[config.mk]
export PLATFORM = sky130hd
export DESIGN_NAME = burst_col_seq
export DESIGN_NICKNAME = d
export VERILOG_FILES = /design/src/rtl/bcs_pkg.sv /design/src/rtl/bcs_col_calc.sv /design/src/rtl/bcs_pipe.sv /design/src/rtl/bcs_ctrl.sv /design/src/rtl/burst_col_seq.sv
export SDC_FILE = /design/constraint.sdc
export NUM_CORES = 1
export LEC_CHECK = 0
export BUFFER_PORTS_ARGS = -buffer_cell sky130_fd_sc_hd__buf_2
export CORE_MARGIN = 3
export CORE_UTILIZATION = 31
export DETAILED_ROUTE_END_ITERATION = 6
export GPL_ROUTABILITY_DRIVEN = 0
export GPL_TIMING_DRIVEN = 0
export HOLD_SLACK_MARGIN = 0.15
export PLACE_DENSITY = 0.59
export SLEW_MARGIN = 20
export SYNTH_ARGS = -nofsm -noshare
export SYNTH_HDL_FRONTEND = slang
export SYNTH_SLANG_ARGS = --single-unit
[constraint.sdc]
create_clock -name clk -period 3.5 [get_ports clk]
set_clock_uncertainty 0.2 [all_clocks]
set_input_delay 0.525 -clock clk [delete_from_list [all_inputs] [get_ports clk]]
set_output_delay 0.525 -clock clk [all_outputs]
set_load 0.02 [all_outputs]
[src/rtl/bcs_pkg.sv]
package bcs_pkg;
  localparam int BL_W = 3;

  typedef enum logic [BL_W-1:0] {
    BL_ONE   = 3'd0,
    BL_TWO   = 3'd1,
    BL_FOUR  = 3'd2,
    BL_EIGHT = 3'd3,
    BL_PAGE  = 3'd7
  } bl_code_e;

  // length minus one for fixed bursts; reserved codes act as a single beat
  function automatic int unsigned beat_mask(logic [BL_W-1:0] code);
    case (code)
      BL_TWO:   return 1;
      BL_FOUR:  return 3;
      BL_EIGHT: return 7;
      default:  return 0;
    endcase
  endfunction
endpackage

[src/rtl/bcs_col_calc.sv]
module bcs_col_calc #(
  parameter int COL_W = 8
) (
  input  logic [COL_W-1:0] base,
  input  logic [COL_W-1:0] idx,
  input  logic [COL_W-1:0] mask,
  input  logic             wrap,
  input  logic             full,
  output logic [COL_W-1:0] col
);
  logic [COL_W-1:0] lin;

  always_comb begin
    lin = base + idx;
    if (wrap && !full) col = (base & ~mask) | (lin & mask);
    else               col = lin;
  end
endmodule

[src/rtl/bcs_pipe.sv]
module bcs_pipe #(
  parameter int W     = 1,
  parameter int DEPTH = 4,
  parameter int SEL_W = 2
) (
  input  logic             clk,
  input  logic             rst,
  input  logic [W-1:0]     d,
  input  logic [SEL_W-1:0] sel,
  output logic [W-1:0]     q
);
  logic [W-1:0] stg [DEPTH];

  always_ff @(posedge clk) begin
    if (rst) begin
      for (int i = 0; i < DEPTH; i++) stg[i] <= '0;
    end else begin
      stg[0] <= d;
      for (int i = 1; i < DEPTH; i++) stg[i] <= stg[i-1];
    end
  end

  assign q = stg[sel];
endmodule

[src/rtl/bcs_ctrl.sv]
module bcs_ctrl
  import bcs_pkg::*;
#(
  parameter int COL_W  = 8,
  parameter int BANK_W = 1,
  parameter int DQM_W  = 4
) (
  input  logic              clk,
  input  logic              rst,
  input  logic              cmd_rd,
  input  logic              cmd_wr,
  input  logic              cmd_bst,
  input  logic              cmd_pre,
  input  logic [BANK_W-1:0] cmd_bank,
  input  logic [BANK_W-1:0] pre_bank,
  input  logic [COL_W-1:0]  start_col,
  input  logic              ap_flag,
  input  logic [BL_W-1:0]   bl_code,
  input  logic              wrap_en,
  input  logic [DQM_W-1:0]  dqm,
  output logic [COL_W-1:0]  col_addr,
  output logic              col_valid,
  output logic              burst_done,
  output logic              ap_req,
  output logic [BANK_W-1:0] ap_bank,
  output logic              beat_wr,
  output logic [DQM_W-1:0]  wr_mask,
  output logic              locked
);
  logic [COL_W-1:0]  base_q, idx_q, mask_q, col_q, nxt_idx, nxt_col, new_mask;
  logic [BANK_W-1:0] bank_q;
  logic valid_q, done_q, apreq_q, ap_q, wr_q, full_q, wrap_q;
  logic [DQM_W-1:0] wrm_q;
  logic new_full, new_ap, new_done, start, halt, cont, cont_done;

  bcs_col_calc #(.COL_W(COL_W)) u_calc (
    .base(base_q), .idx(nxt_idx), .mask(mask_q),
    .wrap(wrap_q), .full(full_q), .col(nxt_col)
  );

  always_comb begin
    locked    = valid_q && ap_q && !done_q;
    start     = (cmd_rd || cmd_wr) && !locked;
    halt      = !locked && (cmd_bst || (cmd_pre && (pre_bank == bank_q)));
    cont      = valid_q && !done_q && !halt;
    nxt_idx   = idx_q + COL_W'(1);
    cont_done = !full_q && (nxt_idx == mask_q);
    new_mask  = COL_W'(beat_mask(bl_code));
    new_full  = (bl_code == BL_PAGE);
    new_ap    = ap_flag && !new_full;
    new_done  = !new_full && (new_mask == '0);
  end

  always_ff @(posedge clk) begin
    if (rst) begin
      valid_q <= 1'b0; done_q <= 1'b0; apreq_q <= 1'b0; ap_q <= 1'b0;
      wr_q    <= 1'b0; full_q <= 1'b0; wrap_q  <= 1'b0;
      base_q  <= '0;   idx_q  <= '0;   mask_q  <= '0;   col_q <= '0;
      bank_q  <= '0;   wrm_q  <= '0;
    end else if (start) begin
      valid_q <= 1'b1;
      idx_q   <= '0;
      base_q  <= start_col;
      col_q   <= start_col;
      mask_q  <= new_mask;
      full_q  <= new_full;
      wrap_q  <= wrap_en;
      ap_q    <= new_ap;
      wr_q    <= cmd_wr;
      bank_q  <= cmd_bank;
      done_q  <= new_done;
      apreq_q <= new_done && new_ap;
      wrm_q   <= cmd_wr ? dqm : '0;
    end else if (cont) begin
      idx_q   <= nxt_idx;
      col_q   <= nxt_col;
      done_q  <= cont_done;
      apreq_q <= cont_done && ap_q;
      wrm_q   <= wr_q ? dqm : '0;
    end else begin
      valid_q <= 1'b0;
      done_q  <= 1'b0;
      apreq_q <= 1'b0;
      wrm_q   <= '0;
    end
  end

  assign col_addr   = col_q;
  assign col_valid  = valid_q;
  assign burst_done = done_q;
  assign ap_req     = apreq_q;
  assign ap_bank    = bank_q;
  assign beat_wr    = wr_q;
  assign wr_mask    = wrm_q;
endmodule

[src/rtl/burst_col_seq.sv]
module burst_col_seq
  import bcs_pkg::*;
#(
  parameter int COL_W       = 8,
  parameter int BANK_W      = 1,
  parameter int DQM_W       = 4,
  parameter int CL_W        = 3,
  parameter int MAX_CL      = 4,
  parameter int RD_MASK_LAT = 2
) (
  input  logic              clk,
  input  logic              rst,
  input  logic              cmd_rd,
  input  logic              cmd_wr,
  input  logic              cmd_bst,
  input  logic              cmd_pre,
  input  logic [BANK_W-1:0] cmd_bank,
  input  logic [BANK_W-1:0] pre_bank,
  input  logic [COL_W-1:0]  start_col,
  input  logic              ap_flag,
  input  logic [BL_W-1:0]   bl_code,
  input  logic              wrap_en,
  input  logic [CL_W-1:0]   cl_code,
  input  logic [DQM_W-1:0]  dqm,
  output logic [COL_W-1:0]  col_addr,
  output logic              col_valid,
  output logic              burst_done,
  output logic              ap_req,
  output logic [BANK_W-1:0] ap_bank,
  output logic              rd_valid,
  output logic [DQM_W-1:0]  rd_mask,
  output logic [DQM_W-1:0]  wr_mask
);
  localparam int CL_SEL_W = $clog2(MAX_CL);
  localparam int MK_DEPTH = RD_MASK_LAT + 1;
  localparam int MK_SEL_W = $clog2(MK_DEPTH) < 1 ? 1 : $clog2(MK_DEPTH);

  logic                beat_wr, locked, rd_beat;
  logic [CL_W-1:0]     cl_eff;
  logic [CL_SEL_W-1:0] cl_sel;

  bcs_ctrl #(.COL_W(COL_W), .BANK_W(BANK_W), .DQM_W(DQM_W)) u_ctrl (
    .clk(clk), .rst(rst),
    .cmd_rd(cmd_rd), .cmd_wr(cmd_wr), .cmd_bst(cmd_bst), .cmd_pre(cmd_pre),
    .cmd_bank(cmd_bank), .pre_bank(pre_bank), .start_col(start_col),
    .ap_flag(ap_flag), .bl_code(bl_code), .wrap_en(wrap_en), .dqm(dqm),
    .col_addr(col_addr), .col_valid(col_valid), .burst_done(burst_done),
    .ap_req(ap_req), .ap_bank(ap_bank), .beat_wr(beat_wr),
    .wr_mask(wr_mask), .locked(locked)
  );

  always_comb begin
    if (cl_code >= CL_W'(2) && cl_code <= CL_W'(MAX_CL)) cl_eff = cl_code;
    else                                                  cl_eff = CL_W'(3);
    cl_sel  = CL_SEL_W'(cl_eff - CL_W'(1));
    rd_beat = col_valid && !beat_wr;
  end

  bcs_pipe #(.W(1), .DEPTH(MAX_CL), .SEL_W(CL_SEL_W)) u_rdv (
    .clk(clk), .rst(rst), .d(rd_beat), .sel(cl_sel), .q(rd_valid)
  );

  bcs_pipe #(.W(DQM_W), .DEPTH(MK_DEPTH), .SEL_W(MK_SEL_W)) u_rdm (
    .clk(clk), .rst(rst), .d(dqm), .sel(MK_SEL_W'(RD_MASK_LAT)), .q(rd_mask)
  );
endmodule

* Yosys cells after proc, flatten, opt, wreduce, memory -nomap -nowiden
Memory sizes are Yosys's and may differ from the RTL's.
Index checks and enable logic that the tools add are counted.
** Storage, ports and cells
- Logic and storage cells :: 89
- Memories :: 2
- Memory bits (writable) :: 16
- Register bits :: 44
- Output and inout bits :: 21
- Bits of input ports :: 28
** Operators by class
- Add/subtract/negate cells :: 3
- Bitwise gates (word level) :: 11
- Eq/ne operators :: 7
- Reductions and logical operators :: 26
- Mux-type cells :: 25
- Magnitude comparators :: 2
** Memory list
- u_rdm.stg :: words 3, width 4, rd ports 3, clocked after Yosys merged registers in 0, write ports 3, line bcs_pipe.sv:12 : logic [W-1:0] stg [DEPTH];
- u_rdv.stg :: words 4, width 1, rd ports 4, clocked after Yosys merged registers in 0, write ports 4, line bcs_pipe.sv:12
** Operators by type and width (number)
- $mux W4 :: 7
- $mux W8 :: 3
- $and A8 B8 Y8 :: 2
- $logic_and A1 B1 Y1 :: 15
- $mux W1 :: 13
- $pmux W3 S3 :: 1
- $add A8 B1 Y8 const B :: 1
- $add A8 B8 Y8 :: 1
- $eq A8 B8 Y1 :: 1
- $logic_not A8 Y1 :: 1
- $not A8 Y8 :: 1
- $or A8 B8 Y8 :: 1
- $or A1 B1 Y1 :: 7
- $eq A3 B2 Y1 const B :: 2
- $logic_not A1 Y1 :: 6
- $eq A3 B1 Y1 const B :: 1
- $eq A3 B3 Y1 const B :: 1
- $ge A3 B2 Y1 const B :: 1
- $le A3 B3 Y1 const B :: 1
- $logic_or A1 B1 Y1 :: 2
- $mux W2 :: 1
- $ne A2 B1 Y1 const B :: 1
- $reduce_bool A2 Y1 :: 1
- $reduce_or A2 Y1 :: 1
- other kinds (2) :: 2

* Logic depth before layout (Yosys ltp)
Gate-level depths: netlist (run 1).
- Depth in word-level cells :: 8
- Mapped depth :: 11
- Mapped depth without buffers :: 11

* Cells and area by module
Synthesis (run 1) repeated with hierarchy kept, for this count alone.
** Second synthesis, totals
- Cell total of the unflattened synthesis :: 335
- Area total of the unflattened synthesis :: 2788.9 um^2
** Modules (own cells, without submodules)
- bcs_ctrl :: area each 1745.4 um^2, cells an instance 215, instances 1, sequential area each 780.7 um^2
- bcs_col_calc :: area each 474.2 um^2, cells an instance 67, instances 1, sequential area each 0.0 um^2
- bcs_pipe (u_rdm) :: area each 406.6 um^2, cells an instance 38, instances 1, sequential area each 240.2 um^2
- bcs_pipe (u_rdv) :: area each 127.6 um^2, cells an instance 9, instances 1, sequential area each 80.1 um^2
- burst_col_seq :: area each 35.0 um^2, cells an instance 6, instances 1, sequential area each 0.0 um^2

* Least setup slack after synthesis (run 1)
No wires, ideal clock.
- Path type :: register -> register
- Start point :: reg u_ctrl.idx_q[0]
- End point :: reg u_ctrl.col_q[7], in the netlist u_ctrl.col_addr[7]
- Library setup time :: 0.116 ns
- Arrival :: 2.362 ns
- Cell stages (with the launch flop) :: 12
- Slack :: 0.822 ns
- Path buffers :: 0
- Required time :: 3.184 ns
- Clock period less this slack :: 2.678 ns
- Cell sequence :: dfxtp_1 ha_1 nand3_1 nor2_2 xnor2_1 ha_1 nand4_1 a21oi_1 and3b_1 xnor2_1 a211o_1 and3_1
** On the way
- Cells in the longest elaborated chain, start to end :: 7
** RTL lines
- from (decl) :: line bcs_ctrl.sv:30 : logic [COL_W-1:0] base_q, idx_q, mask_q, col_q, nxt_idx, nxt_col, new_mask;
- from (signal assigned) :: line bcs_ctrl.sv:75 : idx_q <= nxt_idx;
- $add A8 B1 Y8 * :: line bcs_ctrl.sv:46 : nxt_idx = idx_q + COL_W'(1);
- $add A8 B8 Y8 * :: line bcs_col_calc.sv:14 : lin = base + idx;
- $and A8 B8 Y8 :: line bcs_col_calc.sv:15 : if (wrap && !full) col = (base & ~mask) | (lin & mask);
- $or A8 B8 Y8 :: line bcs_col_calc.sv:15
- $mux W8 * :: line bcs_col_calc.sv:15
- $mux W8 * :: line bcs_ctrl.sv:74 : end else if (cont) begin
- $mux W8 * :: line bcs_ctrl.sv:60 : end else if (start) begin
- to (signal assigned) :: line bcs_ctrl.sv:64 : col_q <= start_col;
- to (signal assigned) :: line bcs_ctrl.sv:76 : col_q <= nxt_col;
- to (decl) :: line bcs_ctrl.sv:30
Every way passes the cells marked *; elsewhere a longest branch is shown, timed or not. The select of a mux whose other input is x is not followed.
A chain may end at the register's enable or synchronous reset.

* Worst setup path in the final report (run 1)
Same ends and word-level chain as after synthesis.

==> metrics.yaml, run 1 <==
p_sw_share_pct: 28.7
setup_viol: 0
placed_cell_area_mm2: 0.00304
drt_iter0_markers: 136
viasPerCell: 4.86
layout_setup_ws_ps: 529
synth-async-reset-ratio_pct: 0
h-tree-depth: 2
end_kind: "flop"
core_area_mm2: 0.00830
grt_usage_pct: 13.5
hold_class: "in2reg"
ys_seq_area_share_pct: 41.2
synth_top_flop_cell: "dfxtp_1"
endpoint: "u_ctrl.col_addr[7]$_SDFFE_PP0P_"
nFillCells: 863
rr_startpoint: "u_ctrl.idx_q[0]$_SDFFE_PP0P_"
clk_pin_slew_worst_paths_ps: 100
drv_cap: 0
rows: 33
synth_edf_count: 0
cts_tree: "done"
ys_warn_count: 0
power_switching_mw: 0.353
numCtsBuffers: 5
hold_slack_ps: 245
avgSynthCellArea_um2: 8.77
status: "finished, final reports clean"
cp.required_ps: 3520
dp_cells: 457
routedWlPerCell_um: 14.0
pin_count: 49
p_seq_share_pct: 54.8
post-route-util_pct: 37.8
cts_setup_buffers: 0
min_period_ps: 2970
crit_start: "u_ctrl.idx_q[0]$_SDFFE_PP0P_"
grt_pass1_vias: 2163
period_share_pct: 84.9
ctsHoldBuffers: 0
cts_root_buf: "clkbuf_8"
dieArea_mm2: 0.00978
final_max_slew_viol_count: 0
syn_inst: 305
rr_endpoint: "u_ctrl.col_addr[7]$_SDFFE_PP0P_"
clk_path_buf_depth: 2
synthDistinctLibCells: 50
hold_viol: 0
die_w_um: 98.9
cp-start-kind: "flop"
clk_latency_ps: 310
grt_overflow_total: 0
r2r_setup_slack_ps: 530
rsz0062_at_grt: "no"
cp.arrival_ps: 2990
pre_cts_ws_ps: 529
num_antenna_cells: 0
ant_nets: 0
design_area_mm2: 0.00313
maxSlewHeadroom_pct: 60.2
post_cts_resized: 0
p_per_area_mw_per_mm2: 393
power_leakage_nw: 1.39
fin_cells: 465
port-buffer-count: 47
die_h_um: 98.9
drc: 0
route.vias.total: 2258
area_delta_synth_final_pct: 17.2
worst-slew-pin-transition_ps: 595
drive_above_1_share_pct: 20.8
peakVddDrop_mv: 0.142
syn_nets: 343
first_pass_iters: 5
final_nets: 397
antenna_found_initial: 0
p_clk_share_pct: 29.8
grt_max_degree: 19
p_comb_share_pct: 15.4
power_mw: 1.23
grt_pass1_wl_um: 10600
hpwl_um: 5050
cts.sink_count: 55
fin_tns_setup_ps: 0
rr_worst_depth: 11
netlist_area_mm2: 0.00267
finalWirelength_um: 6510
cp_max_fo: 6
worst-setup-path-type: "reg2reg"
ys_ff_latch: 55
start_util_pct: 32.2
max_freq_ghz: 0.337
intPower_mw: 0.878
-- per-layer routing --
layer / up-vias / part of all wire, % / GRT usage (%)
met2: 72 / 44 / 21.0
li1: 1148 / - / -
met5: - / 0 / 0
met1: 1034 / 47 / 19.4
met4: 0 / 0.57 / 3.15
met3: 4 / 7.9 / 2.19
-- registers in the layout, indices dropped and copies added, names as in the netlist, 3 cells and up --
signal	flops
u_rdv.stg	4
u_ctrl.base_q	8
u_ctrl.mask_q	3
u_ctrl.idx_q	8
u_ctrl.col_addr	8
u_ctrl.wr_mask	4
u_rdm.stg	12
-- power groups by stage --
stage | registers [mW] | logic (mW) | clock network (mW)
final | 0.675 | 0.190 | 0.367
after global routing | 0.679 | 0.211 | 0.404
after CTS | 0.675 | 0.191 | 0.381
after detailed placement | 0.690 | 0.190 | 0
after global placement | 0.689 | 0.188 | 0
after floorplan | 0.701 | 0.109 | 0
-- layout make-up --
class                           instances  area (um2)  area share, %
Tap cell                              105         131           4.19
Sequential cell                        55        1100           35.1
Timing Repair Buffer                   47         235           7.51
Multi-Input combinational cell        226        1420           45.4
Inverter                                6        22.5          0.719
Clock inverter                          3        23.8          0.759
Clock buffer                            5        68.8           2.20
Buffer                                 18         126           4.03
-- worst max-delay path: stages, from the launching register on --
cell     delay, ps
dfxtp_1        410
ha_1           260
nand3_1        200
nor2_2         260
xnor2_1         90
ha_1           370
nand4_1        120
a21oi_1        120
and3b_1        190
xnor2_1        170
a211o_1        310
and3_1         170
-- kinds of logic (layout without fill, tap and decap cells) --
kind of cell             after synthesis  after routing  synth area share (%)
buffers and inverters                 24             79                  5.57
adder cells (fa/ha/maj)               11             11                  5.33
multiplexers                           7              7                  2.67
AND/OR/NAND/NOR                      123            123                  23.4
flip-flops                            55             55                  41.2
AO/OA/AOI/OAI                         62             62                  14.0
XOR/XNOR                              23             23                  7.81
-- Yosys cell counts (2+ instances only) --
master,instances,share of area (%)
inv_1,6,0.84
o31ai_1,2,0.56
and3_1,4,0.94
nand2_1,40,5.6
a221oi_1,3,0.98
clkbuf_1,7,0.98
nand4_1,3,0.70
nor3b_1,2,0.56
buf_2,3,0.56
dfxtp_1,55,41
nor2b_1,15,3.5
and2_1,4,0.94
a21o_1,3,0.84
nand3_1,5,0.94
o32ai_1,3,0.98
xor2_1,6,2.0
or3_1,6,1.4
mux2i_1,6,2.2
o21ai_0,11,2.1
a31oi_1,2,0.47
xnor2_1,16,5.2
a21oi_1,30,5.6
nor3_1,2,0.37
ha_1,9,4.2
a211o_1,2,0.66
buf_4,4,1.1
nor2_1,28,3.9
clkbuf_8,4,2.1
nand2b_1,3,0.70
-- worst min path at each step --
stage	start	end	slack (ps)	depth (start not counted)
floorplan	u_rdm.stg[0][6]$_SDFF_PP0_	u_rdm.stg[0][10]$_SDFF_PP0_	210	1
global placement	u_rdv.stg[0]$_SDFF_PP0_	u_rdv.stg[1]$_SDFF_PP0_	220	1
detailed placement	u_rdv.stg[0]$_SDFF_PP0_	u_rdv.stg[1]$_SDFF_PP0_	230	1
CTS	wrap_en	u_ctrl.wrap_q$_SDFFE_PP0P_	240	3
global route	cmd_bank	u_ctrl.ap_bank$_SDFFE_PP0P_	250	3
finish	cmd_bank	u_ctrl.ap_bank$_SDFFE_PP0P_	250	3
-- cell usage in the layout (no fill, tap or decap), drive strengths merged, types with 2 or more instances in the layout --
master / synthesis / layout
a211o: 2 / 2
a21o: 3 / 3
a21oi: 30 / 30
a221oi: 3 / 3
a31oi: 2 / 2
and2: 4 / 4
and3: 4 / 4
buf: 7 / 54
clkbuf: 11 / 16
dfxtp: 55 / 55
ha: 9 / 9
inv: 6 / 7
mux2i: 6 / 6
nand2: 40 / 40
nand2b: 3 / 3
nand3: 5 / 5
nand4: 4 / 4
nor2: 29 / 29
nor2b: 15 / 15
nor3: 2 / 2
nor3b: 2 / 2
o21ai: 13 / 13
o31ai: 2 / 2
o32ai: 3 / 3
or2: 2 / 2
or3: 6 / 6
xnor2: 17 / 17
xor2: 6 / 6
(Power assumes the default switching activity.)
==> inputs of run 2 (changes only) <==
Clock period 3.5 ns to 2.95 ns, I/O delays scaled along.
==> run 2 against run 1 <==
  * Clock power rose by 19%
  * Critical path depth fell by 1
  * Fmax rose by 6.8%
  * Register-to-register slack got worse by 360 ps
  * Sequential share of layout area fell by 0.28 points
  * Sequential power rose by 19%
  * First-iteration DRC count fell by 0.74%
  * Worst setup slack got worse by 360 ps
  * Non-clock buffer count rose by 2
  * Core utilization rose by 0.35 points
  * Routed wire length rose by 0.38%
  * Sequential cell count did not move
==> metrics.yaml, run 2 (synthesized netlist as in run 1, its figures left out) <==
p_clk_share_pct: 29.7  # about the same
busiest_layer: "met2"
cts.sink_count: 55  # unchanged
antenna_found_initial: 0  # unchanged
final_common_cell: "dfxtp_1"
pin_count: 49  # unchanged
met3_usage_pct: 2.19  # unchanged
core_area_mm2: 0.00830  # unchanged
largest_reg_flops: 12  # unchanged
min-delay-start: "cmd_bank"
crit_slowest_cell: "dfxtp_1"
drv_cap: 0  # unchanged
rr_endpoint: "u_ctrl.col_addr[7]$_SDFFE_PP0P_"
die_h_um: 98.9  # unchanged
max_freq_ghz: 0.360  # +6.8%
fin_tns_setup_ps: 0  # unchanged
worstHoldPathCells: 3  # unchanged
final_cell_mix: "dfxtp_1, buf_2, nand2_1, a21oi_1, nor2_1"
hold_class: "in2reg"
intPower_mw: 1.04  # +19%
cts_tree: "done"
power_mw: 1.47  # +19%
use_met2_pct: 21.1  # +0.15 points
top_register: "u_rdm.stg"
ctsHoldBuffers: 0  # unchanged
peakVddDrop_mv: 0.169  # +19%
hold_viol: 0  # unchanged
first_pass_iters: 4  # -1
port-buffer-count: 47  # unchanged
worst-setup-path-type: "reg2reg"
routedWlPerCell_um: 14.0  # about the same
power_leakage_nw: 1.40  # +0.58%
ant_nets: 0  # unchanged
worst_hold_path.endpoint: "u_ctrl.ap_bank$_SDFFE_PP0P_"
numCtsBuffers: 5  # unchanged
final_max_slew_viol_count: 0  # unchanged
rsz0062_at_grt: "no"
pre_cts_ws_ps: -21.2  # -550 ps
p_sw_share_pct: 28.7  # +0.033 points
cp.arrival_ps: 2800  # -190 ps
clk_path_buf_depth: 2  # unchanged
finalWirelength_um: 6530  # +0.38%
r2r_setup_slack_ps: 170  # -360 ps
rows: 33  # unchanged
p_comb_share_pct: 15.5  # about the same
die_w_um: 98.9  # unchanged
grt_usage_pct: 13.5  # +0.029 points
status: "finished, final reports clean"
min_period_ps: 2780  # -189 ps
worst-slew-pin-transition_ps: 606  # +11.2 ps
final_nets: 399  # +0.50%
layout_setup_ws_ps: 169  # -361 ps
use_met1_pct: 19.4  # -0.043 points
period_share_pct: 94.3  # +9.4 points
hold_slack_ps: 163  # -81.6 ps
max_stage_delay_ps: 480  # +70 ps
drt_iter0_markers: 135  # -0.74%
drc: 0  # unchanged
clk_latency_ps: 310  # about the same
rr_startpoint: "u_ctrl.idx_q[3]$_SDFFE_PP0P_"
num_antenna_cells: 0  # unchanged
route.vias.total: 2281  # +1.0%
start_util_pct: 32.2  # unchanged
rr_worst_depth: 10  # -1
setup_viol: 0  # unchanged
area_delta_synth_final_pct: 18.2
grt_pass1_vias: 2170  # +0.32%
p_per_area_mw_per_mm2: 463  # +18%
h-tree-depth: 2  # unchanged
nFillCells: 864  # +0.12%
p_seq_share_pct: 54.7  # about the same
hpwl_um: 5050  # unchanged
drive_above_1_share_pct: 22.1  # +1.3 points
cp.required_ps: 2970  # -550 ps
cts_root_buf: "clkbuf_8"
power_switching_mw: 0.421  # +19%
cp_max_fo: 6  # unchanged
grt_overflow_total: 0  # unchanged
grt_pass1_wl_um: 10600  # +0.20%
cp-start-kind: "flop"
viasPerCell: 4.88  # +0.59%
crit_path_cell_trace: "and4_4 > nand2_1 > xnor2_1 > ha_1 > nand4_1 > a21oi_1 > and3b_1 > xnor2_1 > a211o_1 > and3_1"
dieArea_mm2: 0.00978  # unchanged
end_kind: "flop"
grt_max_degree: 19  # unchanged
maxSlewHeadroom_pct: 59.5  # -0.75 points
clk_pin_slew_worst_paths_ps: 100  # about the same
critPathMostFrequentCell: "xnor2_1"
[run 2: worst max path at each step]
stage / startpoint / to / cells after the start
6_report: u_ctrl.idx_q[3]$_SDFFE_PP0P_ / u_ctrl.col_addr[7]$_SDFFE_PP0P_ / 10
5_1_grt: u_ctrl.idx_q[2]$_SDFFE_PP0P_ / u_ctrl.col_addr[7]$_SDFFE_PP0P_ / 10
4_1_cts: u_ctrl.idx_q[0]$_SDFFE_PP0P_ / u_ctrl.col_addr[7]$_SDFFE_PP0P_ / 11
3_5_place_dp: u_ctrl.idx_q[0]$_SDFFE_PP0P_ / u_ctrl.col_addr[7]$_SDFFE_PP0P_ / 11
3_3_place_gp: u_ctrl.idx_q[0]$_SDFFE_PP0P_ / u_ctrl.col_addr[7]$_SDFFE_PP0P_ / 11
2_1_floorplan: u_ctrl.idx_q[0]$_SDFFE_PP0P_ / u_ctrl.col_addr[7]$_SDFFE_PP0P_ / 11
[run 2: critical path: cells and delay by family (launching register included)]
family	cells	cell delay [ps]
AND/OR/NAND/NOR	5	860
adder cells (fa/ha/maj)	1	370
AO/OA/AOI/OAI	2	440
XOR/XNOR	2	340
flip-flops	1	480
[run 2: power groups by stage]
stage | Sequential, mW | Clock [mW] | Combinational [mW]
2_1_floorplan | 0.831 | 0 | 0.130
3_3_place_gp | 0.818 | 0 | 0.223
3_5_place_dp | 0.818 | 0 | 0.225
4_1_cts | 0.801 | 0.452 | 0.227
5_1_grt | 0.806 | 0.479 | 0.253
6_report | 0.802 | 0.436 | 0.228
[run 2: layout make-up]
class	count	area, um2	area share (%)
Inverter	6	22.5	0.712
Clock buffer	5	68.8	2.18
Sequential cell	55	1100	34.9
Multi-Input combinational cell	226	1440	45.4
Buffer	18	126	4.00
Timing Repair Buffer	49	250	7.91
Clock inverter	3	23.8	0.752
Tap cell	105	131	4.16
[run 2: what timing repair did]
item,CTS,global route
buffers inserted,0,2
setup endpoints to repair,1,1
gates resized for setup,2,2
pin swaps,0,1
hold endpoints to repair,0,0
[run 2: through the flow]
stage / std cells / util, % / area, um2
3_5_place_dp: 457 / 36.6 / 3040
4_1_cts: 465 / 37.9 / 3140
6_report: 467 / 38.1 / 3160
5_1_grt: 467 / 38.1 / 3160
2_1_floorplan: 305 / - / 2670
3_3_place_gp: 457 / 36.6 / 3040
[run 2: routing by layer]
layer | up-vias | part of all wire [%]
met5 | - | 0
met4 | 0 | 0.57
met3 | 4 | 5.8
met2 | 58 | 45
met1 | 1066 | 49
li1 | 1153 | -
